===== src/rtl/perfc_pkg.sv =====
package perfc_pkg;

  localparam int CTL_W = 5;

  // control word bit positions
  localparam int CB_CLR  = 0;
  localparam int CB_ENA  = 1;
  localparam int CB_SELL = 2;
  localparam int CB_SELH = 3;
  localparam int CB_MODE = 4;

  typedef enum logic {
    MODE_AGG  = 1'b0,
    MODE_PROF = 1'b1
  } perf_mode_e;

  typedef enum logic [1:0] {
    SEL_A = 2'b00,
    SEL_B = 2'b01,
    SEL_C = 2'b10,
    SEL_D = 2'b11
  } perf_sel_e;

  typedef struct packed {
    perf_mode_e mode;
    perf_sel_e  sel;
    logic       ena;
  } perf_ctl_t;

  typedef struct packed {
    logic retire;
    logic tick;
    logic probe;
    logic replay;
    logic rdelay;
  } perf_ev_t;

endpackage


===== src/rtl/perfc_ctl_reg.sv =====
module perfc_ctl_reg
  import perfc_pkg::*;
(
  input  logic             clk,
  input  logic             rst,
  input  logic             we,
  input  logic [CTL_W-1:0] wdata,
  output perf_ctl_t        ctl,
  output logic             clr_ovf
);

  perf_ctl_t ctl_q;

  always_ff @(posedge clk) begin
    if (rst) begin
      ctl_q <= '{mode: MODE_AGG, sel: SEL_A, ena: 1'b0};
    end else if (we) begin
      ctl_q.mode <= perf_mode_e'(wdata[CB_MODE]);
      ctl_q.sel  <= perf_sel_e'(wdata[CB_SELH:CB_SELL]);
      ctl_q.ena  <= wdata[CB_ENA];
    end
  end

  assign ctl     = ctl_q;
  assign clr_ovf = we & wdata[CB_CLR];

endmodule


===== src/rtl/perfc_src_sel.sv =====
module perfc_src_sel
  import perfc_pkg::*;
#(
  parameter int IDX = 0
) (
  input  perf_ctl_t ctl,
  input  perf_ev_t  ev,
  output logic      hit
);

  logic raw;

  generate
    if (IDX == 0) begin : g_c0
      always_comb begin
        raw = ctl.sel[0] ? ev.tick : ev.retire;
      end
    end else begin : g_c1
      always_comb begin
        unique case (ctl.sel)
          SEL_A:   raw = ev.tick;
          SEL_B:   raw = (ctl.mode == MODE_PROF) ? ev.rdelay : 1'b0;
          SEL_C:   raw = ev.probe;
          SEL_D:   raw = ev.replay;
          default: raw = 1'b0;
        endcase
      end
    end
  endgenerate

  assign hit = ctl.ena & raw;

endmodule


===== src/rtl/perfc_count.sv =====
module perfc_count #(
  parameter int CNT_W = 20
) (
  input  logic             clk,
  input  logic             rst,
  input  logic             inc,
  input  logic             clr_ovf,
  output logic [CNT_W-1:0] cnt,
  output logic             ovf
);

  logic [CNT_W-1:0] cnt_q;
  logic             ovf_q;
  logic             wrap;

  assign wrap = inc & (&cnt_q);

  always_ff @(posedge clk) begin
    if (rst) begin
      cnt_q <= '0;
      ovf_q <= 1'b0;
    end else begin
      if (inc) cnt_q <= cnt_q + 1'b1;
      if (wrap)         ovf_q <= 1'b1;
      else if (clr_ovf) ovf_q <= 1'b0;
    end
  end

  assign cnt = cnt_q;
  assign ovf = ovf_q;

endmodule


===== src/rtl/perf_dual_counter.sv =====
module perf_dual_counter
  import perfc_pkg::*;
#(
  parameter int CNT_W = 20
) (
  input  logic             clk,
  input  logic             rst,
  input  logic             ctl_we,
  input  logic [4:0]       ctl_wdata,
  input  logic             ev_retire,
  input  logic             ev_tick,
  input  logic             ev_probe,
  input  logic             ev_replay,
  input  logic             ev_rdelay,
  output logic [CNT_W-1:0] cnt0_o,
  output logic [CNT_W-1:0] cnt1_o,
  output logic             ovf0_o,
  output logic             ovf1_o
);

  localparam int NCNT = 2;

  perf_ctl_t        ctl;
  logic             clr_ovf;
  perf_ev_t         ev;
  logic [NCNT-1:0]  inc;
  logic [CNT_W-1:0] cnt [NCNT];
  logic [NCNT-1:0]  ovf;

  // observation points for the checker
  logic       ena_w;
  logic       mode_w;
  logic [1:0] sel_w;

  assign ev = '{retire: ev_retire, tick: ev_tick, probe: ev_probe,
                replay: ev_replay, rdelay: ev_rdelay};

  perfc_ctl_reg u_ctl (
    .clk     (clk),
    .rst     (rst),
    .we      (ctl_we),
    .wdata   (ctl_wdata),
    .ctl     (ctl),
    .clr_ovf (clr_ovf)
  );

  generate
    for (genvar i = 0; i < NCNT; i++) begin : g_cnt
      perfc_src_sel #(.IDX(i)) u_sel (
        .ctl (ctl),
        .ev  (ev),
        .hit (inc[i])
      );
      perfc_count #(.CNT_W(CNT_W)) u_cnt (
        .clk     (clk),
        .rst     (rst),
        .inc     (inc[i]),
        .clr_ovf (clr_ovf),
        .cnt     (cnt[i]),
        .ovf     (ovf[i])
      );
    end
  endgenerate

  assign cnt0_o = cnt[0];
  assign cnt1_o = cnt[1];
  assign ovf0_o = ovf[0];
  assign ovf1_o = ovf[1];

  assign ena_w  = ctl.ena;
  assign mode_w = ctl.mode;
  assign sel_w  = ctl.sel;

endmodule


===== config.mk =====
export PLATFORM = sky130hd
export DESIGN_NAME = perf_dual_counter
export DESIGN_NICKNAME = d
export VERILOG_FILES = /design/src/rtl/perfc_pkg.sv /design/src/rtl/perfc_ctl_reg.sv /design/src/rtl/perfc_src_sel.sv /design/src/rtl/perfc_count.sv /design/src/rtl/perf_dual_counter.sv
export SDC_FILE = /design/constraint.sdc
export NUM_CORES = 1
export LEC_CHECK = 0
export ABC_CLOCK_PERIOD_IN_PS = 2000
export BUFFER_PORTS_ARGS = -buffer_cell sky130_fd_sc_hd__buf_4
export CELL_PAD_IN_SITES_DETAIL_PLACEMENT = 0
export CELL_PAD_IN_SITES_GLOBAL_PLACEMENT = 1
export CORE_ASPECT_RATIO = 0.75
export CORE_MARGIN = 2
export CORE_UTILIZATION = 35
export CTS_CLUSTER_SIZE = 24
export DETAILED_ROUTE_END_ITERATION = 7
export GPL_TIMING_DRIVEN = 0
export HOLD_SLACK_MARGIN = 0.03
export PLACE_DENSITY = 0.83
export SYNTH_ARGS = -nofsm -noshare
export SYNTH_HDL_FRONTEND = slang
export SYNTH_HIERARCHICAL = 1
export SYNTH_SLANG_ARGS = --single-unit
export TNS_END_PERCENT = 10

===== constraint.sdc =====
create_clock -name clk -period 2 [get_ports clk]
set_input_delay 0.1 -clock clk [delete_from_list [all_inputs] [get_ports clk]]
set_output_delay 0.1 -clock clk [all_outputs]
set_load 0.01 [all_outputs]

[Word level (Yosys, flattened, before mapping)]
Cells that the tools add are included.
Word-level totals
  register bits: 46
  input bits: 13
  output and inout bits: 42
Cells by class
  add/sub/neg operators: 2
  equality and inequality tests: 3
  multiplexer cells: 6
  bitwise operators: 5
  reductions and logical operators: 5
Operators with widths (count)
  20-bit by 1-bit adder with 20-bit output (second input constant): 2
  20-bit AND reduction: 2
  1-bit bitwise AND: 5
  1-bit 2-to-1 mux: 5
  2-bit equality test (second input constant): 2
  1-bit case mux with 4 select lines: 1
  2-bit nonzero test: 2
  2-bit by 1-bit equality test with 1-bit output (second input constant): 1
  2-bit zero test: 1

[Logic depth before layout (Yosys ltp)]
  depth in word-level cells: 5
  gate-level depth with buffers: 8

[Cells and area by module]
The synthesis kept the hierarchy.
By module, submodules not included
  perfc_count: instances 2, cells each 103, area each 955.9 um^2, seq. area each 420.4 um^2
  perfc_ctl_reg: instances 1, cells each 14, area each 153.9 um^2, seq. area each 80.1 um^2
  perfc_src_sel (g_cnt[1].u_sel): instances 1, cells each 3, area each 35.0 um^2, seq. area each 0.0 um^2
  perfc_src_sel (g_cnt[0].u_sel): instances 1, cells each 2, area each 16.3 um^2, seq. area each 0.0 um^2

[Worst setup path before layout]
Ideal clock, no wire load.
  path kind: reg-to-reg
  start point: register u_ctl.ctl_q, in the netlist u_ctl/ctl[1]
  end point: register g_cnt[1].u_cnt.ovf_q
  setup time: 71 ps
  data arrival time: 1776 ps
  required time: 1929 ps
  slack: 154 ps
  stages on the path, launching flop included: 8
  cells stage by stage: dfxtp_1 -> mux4_2 -> and2_1 -> and4_1 -> buf_6 -> nand4_4 -> or3_1 -> a21oi_1
Between the ends
  word-level cells in the longest chain between the ends: 5
  elaborated cells between the ends (all ways): 9
  classes of those cells: eq/ne (3); mux (2); bitwise (2); reduce/logical (2)
RTL lines
  start, declared: RTL line perfc_ctl_reg.sv:12  | perf_ctl_t ctl_q;
  start signal, assigned: RTL line perfc_ctl_reg.sv:16  | ctl_q <= '{mode: MODE_AGG, sel: SEL_A, ena: 1'b0};
  2-bit equality test, or another cell as far along: RTL line perfc_src_sel.sv:20  | unique case (ctl.sel)
  1-bit case mux with 4 select lines *: RTL line perfc_src_sel.sv:20
  1-bit bitwise AND *: RTL line perfc_src_sel.sv:31  | assign hit = ctl.ena & raw;
  named net inc[1]: RTL line perf_dual_counter.sv:26  | logic [NCNT-1:0] inc;
  1-bit bitwise AND *: RTL line perfc_count.sv:16  | assign wrap = inc & (&cnt_q);
  1-bit 2-to-1 mux or 2-bit nonzero test (tied branches)
  end signal, assigned: RTL line perfc_count.sv:21  | ovf_q <= 1'b0;
  end signal, assigned: RTL line perfc_count.sv:24  | if (wrap) ovf_q <= 1'b1;
  end signal, assigned: RTL line perfc_count.sv:25  | else if (clr_ovf) ovf_q <= 1'b0;
  end, declared: RTL line perfc_count.sv:13  | logic ovf_q;
Mark *: on every way through the listed nets, which the timed path passes. The rest lies on a longest branch.
A chain may end at the register's enable or synchronous reset.

[Worst setup path after layout]
  start point: register u_ctl.ctl_q, in the netlist u_ctl/ctl[3]
  end point: register g_cnt[1].u_cnt.ovf_q
Between the ends
  word-level cells in the longest chain between the ends: 5
  elaborated cells between the ends (all ways): 6
  classes of those cells: mux (3); bitwise (2); reduce/logical (1)
RTL lines
  1-bit 2-to-1 mux *: RTL line perfc_src_sel.sv:22  | SEL_B: raw = (ctl.mode == MODE_PROF) ? ev.rdelay : 1'b0;
  1-bit case mux with 4 select lines *: RTL line perfc_src_sel.sv:20
  1-bit bitwise AND *: RTL line perfc_src_sel.sv:31
  named net inc[1]: RTL line perf_dual_counter.sv:26
  1-bit bitwise AND *: RTL line perfc_count.sv:16
  1-bit 2-to-1 mux or 2-bit nonzero test (tied branches)
Marks and branches as above.

==> key figures <==
Clocking
  • Register clock-pin slew on the reported worst setup and hold paths: 0.09 ns
  • Worst skew pair latency: 0.29 ns
  • Clock H-tree levels: 2
  • CTS tree: yes
  • CTS Root Cell: clkbuf_8
  • TritonCTS sink count: 46
  • Cts bufs inserted: 5
  • CTS Buffer Depth: 2

Synthesis
  • Area contributors post-synth: dfxtp_1 43%, nor2_1 5.7%, xnor2_1 5.0%
  • Asr flop ratio synth: 0%
  • Seq/Total Area, Yosys: 43.5%
  • Number of flops mapped to enable cells by yosys: 0
  • Biggest area consumer among synthesized cells: dfxtp_1
  • Syn Nets: 240
  • #FFs+latches synth: 46
  • Top_reg_cell synth: dfxtp_1
  • Mapped Area: 2120 µm²
  • Yosys warns: 6
  • Post-Syn Instances: between 200 and 250
  • Most frequent cells after synthesis: 46 x dfxtp_1, 32 x nor2_1, 16 x a21oi_1
  • Area share of the largest cell type after synthesis: between 40% and 50%
  • Most numerous cell in the Yosys netlist: dfxtp_1
  • Syn Area/Cell: 9.41 µm²
  • Netlist cell types: 32

Route
  • Post-Route WL: about 4600 µm
  • Routed Antenna Nets: 0
  • Vias after detailed routing: around 1,800
  • DRT iter0 DRCs: 63
  • Via-to-Cell Ratio: 4.94
  • Post-DR wirelength/cell: approximately 13 µm
  • DRC viols: 0
  • 1st-pass router iterations: 4

Floorplan
  • Core Area: 5830 µm²
  • Die Y: approximately 71 µm
  • Die W: approximately 94 µm
  • Initial core utilization: 36.3%
  • Die area: about 6700 µm²
  • Num rows: 24
  • IO Pins: 55

Power
  • PD cells: roughly 600 nW/µm²
  • Final Total Pwr: 1.69 mW
  • Peak VDD IR: ~310 µV
  • Lkg Pwr: about 1.1 nW

Critical path
  • CP cell instances: and2_0 > mux4_2 > and2_4 > and4_1 > buf_6 > nand4_4 > or3_1 > a21oi_1
  • Worst reg2reg path endpoint: g_cnt[1].u_cnt/ovf
  • Worst r2r path cells: 8
  • Worst Path Max Fanout: 8
  • Crit start category: flip-flop
  • CP required: about 2.2 ns
  • CP max stage cell: or3_1
  • Crit Path Class: reg2reg
  • Critical Path End Type: flip-flop
  • Worst Setup SP: u_ctl/ctl[3]
  • Worst R2R Setup Slack: ~0.095 ns
  • CP max stage delay: ~0.39 ns
  • Critical path endpoint: g_cnt[1].u_cnt/ovf
  • Worst r2r src: u_ctl/ctl[3]
  • WP data arrival: around 2.1 ns

Cells and area
  • Area delta synth->final: 29.1%
  • Post-Layout Cell Count: between 300 and 400
  • Share of cells above drive strength 1: approximately 28%
  • Ant diodes: 0
  • Fin util: a little under half
  • Fin nets: 301

STA
  • Worst Max-Slew Pin Slew: 0.485 ns
  • TNS Setup: 0 ns
  • Fmax: around 0.52 GHz
  • RSZ-0062 raised after global routing: yes
  • Fin. Hold Viols: 0
  • Pins Over Slew Limit: 0
  • Final period util: 95.3%
  • Clock Skews: approximately 0.0080 ns
  • # setup viols final: 0
  • Slew HR: roughly 68%
  • Fin crit period: about 1.9 ns

Hold path
  • Min-delay src: ctl_wdata[2]
  • Hold WC Path Type: in2reg

Global routing
  • GRT Util Overall: between 10% and 20%
  • First-pass GRT wire length: between 7000 and 8000 µm
  • Initial antenna violation count: 0
  • GRT overflow: 0
  • Vias in the first global route: roughly 1,600
  • Largest net degree at the start of global routing: 15

Status
  • Run status: complete, no violations

Placement
  • HPWL after detailed placement: around 3400 µm
  • Gpl congestion: between 0.7 and 0.8
  • # placed instances: ~360
  • Number of buffers added on ports: 53

Run
  • Max_cap viols: 0
[power breakdown]
group,leakage (nW),switching (mW),internal [mW],total [mW]
Combinational,0.710,0.0344,0.0383,0.0728
Sequential,0.371,0.00722,0.922,0.930
Clock,0.0579,0.316,0.368,0.685
Total,1.14,0.358,1.33,1.69
[through the flow]
stage / hold slack (ns) / instance area (µm²) / setup WS, ns
2_1_floorplan: 0.172 / 2120 / 0.154
3_3_place_gp: 0.336 / 2610 / 0.00954
3_5_place_dp: 0.347 / 2610 / -0.00929
4_1_cts: 0.0390 / 2720 / 0.00735
5_1_grt: 0.0480 / 2730 / -0.0197
6_report: 0.0509 / 2730 / 0.0949
[timing repair]
action,4_1_cts,5_1_grt
hold buffers,0,0
setup buffers,0,1
endpoints found under the setup margin,2,16
gates cloned,0,0
resized for setup,1,2
pin swaps,0,1
[placed cells by master, fill, tap and decap left out, drive strengths merged, types with 3 or more instances in the layout]
cell type / n
xnor2: 12
and2: 3
a21oi: 16
nor2b: 3
nand3: 8
nand2: 10
or3: 14
mux2i: 7
and3: 4
and4: 8
nor2: 32
clkbuf: 7
dfxtp: 46
buf: 59
inv: 4
nand4: 12
o21ai: 14
xor2: 10
[cell families after synthesis]
group,Yosys count,share of synthesized area (%)
AO/OA/AOI/OAI,30,7.09
XOR/XNOR,22,9.10
adder cells (fa/ha/maj),2,1.18
buffers and inverters,11,3.01
flip-flops,46,43.5
multiplexers,10,5.44
AND/OR/NAND/NOR,104,30.7
[how the worst min path moves through the flow]
stage              endpoint  slack [ns]  cells after the start
4_1_cts        u_ctl/ctl[2]        0.04                      3
6_report       u_ctl/ctl[1]        0.05                      3
3_3_place_gp   u_ctl/ctl[1]        0.34                      3
5_1_grt        u_ctl/ctl[1]        0.05                      3
2_1_floorplan  u_ctl/ctl[0]        0.17                      1
3_5_place_dp   u_ctl/ctl[2]        0.35                      3
[sequential cells by signal (all words and copies together), names as in the netlist]
| signal | flops |
|---|---|
| g_cnt.u_cnt/ovf | 2 |
| g_cnt.u_cnt/cnt | 40 |
| u_ctl/ctl | 4 |
[worst max-delay path: cells and delay by family (launching register included)]
family,cells,cell delay (ns)
compound gates,1,0.14
buf+inv,1,0.13
flops,1,0.35
simple gates,5,1.01
mux,1,0.22
[routing by layer]
layer | routed length (µm) | track usage, % | share of wire [%] | vias up
met5 | 0 | 0 | 0 | -
met4 | 21 | 3.86 | 0.46 | 0
met3 | 227 | 3.68 | 4.9 | 2
met2 | 2050 | 21.2 | 45 | 35
met1 | 2290 | 19.5 | 50 | 847
li1 | - | - | - | 920
[final cells by class]
type                    count  area, µm²
repair buffers             54        405
inverters                   4       15.0
plain buffers               7       48.8
clock buffers               5       68.8
flip-flops and latches     46        921
multi-input cells         168       1140
fillers                   600       3090
clock inverters             3       40.0
well taps                  78       97.6
(Power assumes the default switching activity.)
